### config.mk
export PLATFORM = sky130hd
export DESIGN_NAME = sweep_trap_gen
export DESIGN_NICKNAME = d
export VERILOG_FILES = /design/src/rtl/stg_pkg.sv /design/src/rtl/stg_sweep.sv /design/src/rtl/stg_phase.sv /design/src/rtl/stg_shaper.sv /design/src/rtl/sweep_trap_gen.sv
export SDC_FILE = /design/constraint.sdc
export NUM_CORES = 1
export LEC_CHECK = 0
export BUFFER_PORTS_ARGS = -buffer_cell sky130_fd_sc_hd__buf_4
export CAP_MARGIN = 20
export CORE_ASPECT_RATIO = 1.75
export CORE_MARGIN = 2
export CORE_UTILIZATION = 45
export DETAILED_ROUTE_END_ITERATION = 10
export HOLD_SLACK_MARGIN = 0.05
export PLACE_DENSITY_LB_ADDON = 0.3
export REMOVE_ABC_BUFFERS = 1
export SYNTH_ARGS = -nofsm -noshare
export SYNTH_HDL_FRONTEND = slang
export SYNTH_SLANG_ARGS = --single-unit
### constraint.sdc
create_clock -name clk -period 5.35 [get_ports clk]
set_input_delay 0.2675 -clock clk [delete_from_list [all_inputs] [get_ports clk]]
set_output_delay 0.2675 -clock clk [all_outputs]
set_load 0.02 [all_outputs]
### src/rtl/stg_pkg.sv
package stg_pkg;
    typedef enum logic [0:0] {
        SW_IDLE = 1'b0,
        SW_RUN  = 1'b1
    } sweep_state_t;
endpackage

### src/rtl/stg_sweep.sv
module stg_sweep
    import stg_pkg::*;
#(
    parameter int SW = 12
) (
    input  logic          clk,
    input  logic          rst_n,
    input  logic          strobe,
    input  logic [SW-1:0] step,
    input  logic [SW-1:0] top,
    output logic [SW-1:0] sweep,
    output logic          begin_pulse
);
    sweep_state_t state, state_nx;
    logic         load;

    // state register
    always_ff @(posedge clk) begin
        if (!rst_n) state <= SW_IDLE;
        else        state <= state_nx;
    end

    always_comb begin
        state_nx = state;
        load     = 1'b0;
        unique case (state)
            SW_IDLE: if (strobe) begin state_nx = SW_RUN; load = 1'b1; end
            SW_RUN:  if (strobe && (sweep < step)) load = 1'b1;
            default: state_nx = SW_IDLE;
        endcase
    end

    // output process: sweep value and start pulse
    always_ff @(posedge clk) begin
        if (!rst_n) begin
            sweep       <= '0;
            begin_pulse <= 1'b0;
        end else begin
            begin_pulse <= load;
            if (load)        sweep <= top;
            else if (strobe) sweep <= sweep - step;
        end
    end

    assert_hold_R10: assert property (@(posedge clk) disable iff (!rst_n)
        !strobe |=> $stable(sweep));
    assert_pulse_R4: assert property (@(posedge clk) disable iff (!rst_n)
        begin_pulse |-> $past(strobe));
    assert_step_R3: assert property (@(posedge clk) disable iff (!rst_n)
        (strobe && state == SW_RUN && sweep >= step) |=> (sweep == $past(sweep) - $past(step)));
    assert_arm_R2: assert property (@(posedge clk) disable iff (!rst_n)
        (strobe && state == SW_IDLE) |=> (begin_pulse && sweep == $past(top)));
endmodule

### src/rtl/stg_phase.sv
module stg_phase #(
    parameter int SW  = 12,
    parameter int W   = 12,
    parameter int SHW = 4
) (
    input  logic           clk,
    input  logic           rst_n,
    input  logic           strobe,
    input  logic [SW-1:0]  sweep,
    input  logic [SHW-1:0] shift,
    input  logic [W-1:0]   floor_in,
    input  logic [W-1:0]   level,
    input  logic           free_wrap,
    output logic [W-1:0]   phase
);
    logic [SW-1:0] scaled;
    logic [W-1:0]  inc;

    assign scaled = sweep >> shift;
    assign inc    = W'(scaled) + floor_in;

    always_ff @(posedge clk) begin
        if (!rst_n)                      phase <= '0;
        else if (strobe) begin
            if (free_wrap)               phase <= phase - inc;
            else if (phase < inc)        phase <= level;
            else                         phase <= phase - inc;
        end
    end

    assert_reload_R6: assert property (@(posedge clk) disable iff (!rst_n)
        (strobe && !free_wrap && phase < inc) |=> (phase == $past(level)));
    assert_idle_R10: assert property (@(posedge clk) disable iff (!rst_n)
        !strobe |=> $stable(phase));
endmodule

### src/rtl/stg_shaper.sv
module stg_shaper #(
    parameter int W = 12
) (
    input  logic [W-1:0]        phase,
    output logic signed [W+1:0] wave
);
    localparam int XW = W + 3;
    localparam logic signed [XW-1:0] HALF = XW'(1) <<< (W - 1);
    localparam logic signed [XW-1:0] LIM  = XW'(1) <<< W;

    logic signed [XW-1:0] centred, dbl, tri_w, tri_c, tripled;

    always_comb begin
        centred = $signed({3'b000, phase}) - HALF;
        dbl     = centred <<< 1;
        tri_w   = (dbl < 0) ? -dbl : dbl;
        tri_c   = tri_w - HALF;
        tripled = tri_c + (tri_c <<< 1);
        if (tripled > LIM)       wave = (W+2)'(LIM);
        else if (tripled < -LIM) wave = (W+2)'(-LIM);
        else                     wave = (W+2)'(tripled);
    end
endmodule

### src/rtl/sweep_trap_gen.sv
module sweep_trap_gen #(
    parameter int SW  = 12,
    parameter int W   = 12,
    parameter int SHW = $clog2(SW) + 1
) (
    input  logic           clk,
    input  logic           rst_n,
    input  logic           strobe,
    input  logic [SW-1:0]  sweep_step,
    input  logic [SW-1:0]  sweep_top,
    input  logic [SHW-1:0] sweep_shift,
    input  logic [W-1:0]   freq_floor,
    input  logic [W-1:0]   reset_level,
    input  logic           free_wrap,
    output logic [SW-1:0]  sweep_val,
    output logic           sweep_begin,
    output logic [W+1:0]   wave_out
);
    localparam logic signed [W+1:0] CLIP = (W+2)'(1) <<< W;

    logic [W-1:0]        phase;
    logic signed [W+1:0] wave_s;

    stg_sweep #(.SW(SW)) u_sweep (
        .clk(clk), .rst_n(rst_n), .strobe(strobe),
        .step(sweep_step), .top(sweep_top),
        .sweep(sweep_val), .begin_pulse(sweep_begin)
    );

    stg_phase #(.SW(SW), .W(W), .SHW(SHW)) u_phase (
        .clk(clk), .rst_n(rst_n), .strobe(strobe),
        .sweep(sweep_val), .shift(sweep_shift), .floor_in(freq_floor),
        .level(reset_level), .free_wrap(free_wrap), .phase(phase)
    );

    stg_shaper #(.W(W)) u_shape (.phase(phase), .wave(wave_s));

    assign wave_out = wave_s;

    assert_clip_R9: assert property (@(posedge clk) disable iff (!rst_n)
        (wave_s <= CLIP) && (wave_s >= -CLIP));
    assert_wave_hold_R10: assert property (@(posedge clk) disable iff (!rst_n)
        !strobe |=> $stable(wave_out));
endmodule

# Word-level counts from Yosys, hierarchy flattened
# Index checks and enable logic that the tools add are counted.
# Widths: inputs -> output; s select.
[totals]
register_bits = 26
input_bits = 57
output_inout_bits = 27
elab_cells = 31
[op_classes]
addsub = 7
order_cmp = 5
shifts = 1
mux = 11
bitwise = 1
reduce_logical = 2
[op_table]
columns = ["op", "n"]
rows = [
  ["$mux 12", 4],
  ["$mux 14", 2],
  ["$lt 12x12->1", 2],
  ["$sub 12x12->12", 2],
  ["$add 15x15->15", 1],
  ["$gt 15x14->1 const B", 1],
  ["$lt 15x13->1 const B", 1],
  ["$mux 15", 1],
  ["$neg 14->15", 1],
  ["$sub 15x13->15 const B", 1],
  ["$lt 14x1->1 const B", 1],
  ["$sub 12x12->13 const B", 1],
  ["$add 12x12->12", 1],
  ["$shr 12x5->12", 1],
  ["$mux 1", 3],
  ["$pmux 1 s2", 1],
  ["$reduce_bool 2->1", 1],
  ["$logic_and 1x1->1", 1],
  ["$not 1->1", 1],
]

# Logic depth before layout (Yosys ltp)
[logic_depth]
depth_word = 8
ltp_mapped = 26
mapped_depth_nobuf = 24

# Hierarchy
# Synthesis repeated with hierarchy kept, for this count alone.
[hier_totals]
cells_unflattened = 585
area_unflattened_um2 = 4545.6
[by_module_without_submodules]
columns = ["mod", "n_inst", "cells_per_inst", "area_per_inst_um2", "seq_area_each_um2"]
rows = [
  ["stg_phase", 1, 288, 2253.4, 240.2],
  ["stg_sweep", 1, 156, 1227.4, 280.3],
  ["stg_shaper", 1, 141, 1064.8, 0.0],
]

# Worst setup path after synthesis
# OpenSTA, ideal clock, no wires.
[synth_path]
kind = "input to register"
from = "input port sweep_shift[1]"
to = "register u_phase.phase[10]"
setup_time_ns = 0.137
arrival_time_ns = 4.717
required_time_ns = 5.213
setup_slack_ns = 0.496
path_stages = 22
path_buffers = 2
path_cell_list = "buf_1 > mux2_2 > nor2_1 > a21oi_1 > a21oi_1 > nor2_1 > ha_1 > fa_1 > a21o_1 > a21oi_1 > o21bai_1 > a21oi_1 > o21ai_0 > mux2i_1 > a2111oi_0 > ha_1 > or4_1 > a21oi_1 > a21oi_1 > clkbuf_1 > mux2i_1 > a211oi_1"
[synth_via]
elab_chain_len = 5
elab_cells_between_ends = 6
cone_classes = "2 x add/sub; 1 x order compare; 1 x shift; 2 x mux"
[synth_lines]
columns = ["item", "line", "rtl"]
rows = [
  ["from (decl)", "sweep_trap_gen.sv:11", "input logic [SHW-1:0] sweep_shift,"],
  ["$shr 12x5->12 (*)", "stg_phase.sv:19", "assign scaled = sweep >> shift;"],
  ["$add 12x12->12 (*)", "stg_phase.sv:20", "assign inc = W'(scaled) + floor_in;"],
  ["$sub 12x12->12 or $lt 12x12->1 (tied branches)", "stg_phase.sv:25, stg_phase.sv:27, stg_phase.sv:26", ""],
  ["$mux 12", "stg_phase.sv:26", "else if (phase < inc) phase <= level;"],
  ["$mux 12 (*)", "stg_phase.sv:25", "if (free_wrap) phase <= phase - inc;"],
  ["to (signal assigned)", "stg_phase.sv:25", ""],
  ["to (signal assigned)", "stg_phase.sv:26", ""],
  ["to (signal assigned)", "stg_phase.sv:27", "else phase <= phase - inc;"],
  ["to (decl)", "stg_phase.sv:14", "output logic [W-1:0] phase"],
]
# Every way passes the cells marked *; elsewhere a longest branch is shown, timed or not.
# A chain may end at the register's enable or synchronous reset.

# Worst setup path in the final report
[layout_path]
from = "register u_sweep.sweep[3]"
to = "register u_phase.phase[11]"
[layout_via]
elab_chain_len = 5
elab_cells_between_ends = 6
cone_classes = "2 x add/sub; 1 x order compare; 1 x shift; 2 x mux"
[layout_lines]
columns = ["item", "line", "rtl"]
rows = [
  ["from (decl)", "stg_sweep.sv:11", "output logic [SW-1:0] sweep,"],
  ["from (signal assigned)", "stg_sweep.sv:40", "if (load) sweep <= top;"],
  ["from (signal assigned)", "stg_sweep.sv:41", "else if (strobe) sweep <= sweep - step;"],
  ["$shr 12x5->12 (*)", "stg_phase.sv:19", ""],
  ["$add 12x12->12 (*)", "stg_phase.sv:20", ""],
  ["$sub 12x12->12 or $lt 12x12->1 (tied branches)", "stg_phase.sv:25, stg_phase.sv:27, stg_phase.sv:26", ""],
  ["$mux 12", "stg_phase.sv:26", ""],
  ["$mux 12 (*)", "stg_phase.sv:25", ""],
]
# Marks and branches as above.

==> results.cfg <==
[detailed_routing]
firstDrtPassIters = 4
wl_per_cell_um = 15.5
viasPerCell = 5.81
drc = 0
drtIter0Drc = 127
ant_nets = 0
via_count = 4246
wl_mm = 11.4

[setup_path]
cp-end-kind = flip-flop
cp_data_arrival_time_ns = 5.05
start_kind = flip-flop
r2r_setup_slack_ns = 0.47
critical_path.max_fanout = 14
worstSetupPathType = flip-flop to flip-flop
cp.required_ns = 5.52

[sta]
fin_crit_sh = 0.911
drv_slew = 0
setup_viol = 0
layout_setup_ws_ns = 0.474
rsz0062_at_grt = no
finalCriticalPeriod_ns = 4.88
finClkSkew_ns = 0.00250
fmax_mhz = 205
relSlewSlack = 0.469
whs_ns = 0.259
hold_viol_final = 0
timing.setup.tns_ns = 0
tightest_slew_ns = 0.791

[clock_tree]
clock_latency_ns = 0.27
clock_sinks = 26
cts_tree = done
cts_buffer_depth = 2
cts_buffers = 3
htreeDepth = 1
cts_root_buffer = clkbuf_16
clk_pin_slew_ns = 0.07
cts_setup_buffers = 0

[yosys]
ys_ff_latch = 26
avgSynthCellArea_um2 = 7.51
synthCells = 545
ys_types = 66
yosysTopAreaCell = ha_1
syn_area_um2 = 4090
ys_seq_area_frac = 0.127
synth_edf_count = 0
synth_top_flop_cell = dfxtp_1
async_reset_ff_frac = 0
synth_area_leaders = ha_1, dfxtp_1, a21oi_1
synth_top_area_share = 0.156
synth_warnings = 0

[place]
dp_hpwl_mm = 9.38
gp_congestion = 0.864
dp_slack_ns = 0.322
placement.io_buffers = 82

[final_layout]
drive_above_1_share = 0.177
num_antenna_cells = 0
nets = 725
syn_to_final_growth_pct = 19.0

[grt]
antenna_found_initial = 0
grt_usage = 0.228
grt_max_degree = 46
grt_pass1_wl_mm = 18.6
overflow = 0
grt_pass1_vias = 4166

[pwr]
p_leak_nw = 2.28
peakVddDrop_mv = 0.248
p_total_w = 0.00178
p_per_area_nw_per_um2 = 366

[min_path]
hp-class = input port to flip-flop

[flow_run]
cap_violations = 0

[die]
die_y_um = 130
coreArea_um2 = 8980
die_w_um = 76.1
pin_count = 84
core.rowCount = 46
dieArea_um2 = 9900
initial_core_util = 0.456

[run_status]
status = finished, final reports clean
==> kinds of logic after synthesis <==
group,after synthesis,share of synthesized area
and+or+nand+nor,175,0.216
AOI/OAI and AO/OA,166,0.263
adders and majority gates,55,0.176
buffers and inverters,54,0.0526
xor gates and xnor gates,41,0.0878
muxes,27,0.0768
DFF,26,0.127
other,1,0.000917
==> flip-flops by register name, summed over array words and instances, names as in the netlist <==
| signal | flops |
|---|---|
| u_phase.phase | 12 |
| u_sweep.state | 1 |
| u_sweep.sweep | 12 |
| u_sweep.begin_pulse | 1 |
==> repair_timing <==
action,in CTS,in global routing
gates resized for setup,0,3
hold buffers,0,0
endpoints found under the setup margin,0,8
==> power breakdown <==
group          internal, W  switching (W)
sequential        0.000213      0.0000392
clock            0.0000996      0.0000755
combinational     0.000590       0.000764
total             0.000903       0.000879
==> metal layers <==
layer	vias to the layer above	global-route usage	part of all wire
met3	30	0.0242	0.036
li1	2142	-	-
met2	102	0.499	0.59
met4	0	0.105	0.032
met5	-	0	0
met1	1972	0.203	0.35
==> path summary, 6_finish.rpt <==
path	cells past startpoint	endpoint	from
worst max register to register	21	u_phase.phase[11]	u_sweep.sweep[3]
worst max-delay path	21	u_phase.phase[11]	u_sweep.sweep[3]
worst min register to register	2	u_sweep.state	u_sweep.state
worst min-delay path	3	u_sweep.sweep[2]	sweep_top[2]
==> synthesized netlist by cell type, drive strengths merged (5+ instances only) <==
| master | instances |
|---|---|
| o21ai | 26 |
| nor2b | 8 |
| ha | 51 |
| nand4 | 7 |
| mux2i | 19 |
| nor3 | 26 |
| nor2 | 45 |
| a21o | 10 |
| clkbuf | 15 |
| xnor2 | 26 |
| dfxtp | 26 |
| a211oi | 17 |
| o21a | 8 |
| a31oi | 10 |
| nand2b | 7 |
| inv | 33 |
| xor2 | 15 |
| a21oi | 54 |
| nand2 | 41 |
| nand3 | 12 |
| buf | 6 |
| mux2 | 5 |
| or3 | 7 |
==> cell usage in the layout, fill, tap and decap left out, types with 5 or more instances in the layout <==
cell       n
a21o_1    10
mux2i_1   19
a21oi_1   54
o21a_1     8
xnor2_1   26
dfxtp_1   26
nand2_1   41
nor2b_1    8
o21ai_0   24
nand3_1   12
a31oi_1   10
ha_1      51
inv_1     33
xor2_1    15
nand2b_1   7
nand4_1    7
buf_4     84
nor2_1    45
a211oi_1  17
mux2_2     5
or3_1      7
nor3_1    25
==> worst max-delay path: stages, from the launching register on <==
cell       delay (ns)
dfxtp_1          0.37
mux4_2           0.48
mux2i_1          0.13
nor2_1           0.05
a21oi_1          0.12
nor2_1           0.06
ha_1             0.21
fa_1             0.41
a21o_1           0.18
a21oi_1          0.22
o21bai_1         0.09
a21oi_1          0.24
o21ai_0          0.21
mux2i_1          0.22
a2111oi_2        0.07
ha_1             0.23
or4_1            0.54
a21oi_1          0.24
a21oi_1          0.10
buf_4            0.21
and4b_1          0.22
o21a_1           0.17
==> metrics by stage <==
stage                     cell area (um2)  utilization  cells
final                                4870        0.542    731
after global routing                 4870        0.542    731
after CTS                            4860        0.541    731
after detailed placement             4780        0.532    728
after global placement               4780        0.532    728
after floorplan                      4000            -    524
==> cell type report <==
cell class / count / area [um2]
tap: 120 / 150
inverter: 33 / 124
sequential: 26 / 520
clock buffer: 3 / 75.1
multi-input combinational: 465 / 3370
fill: 919 / 4110
timing repair buffer: 84 / 631
(Power assumes the default switching activity.)
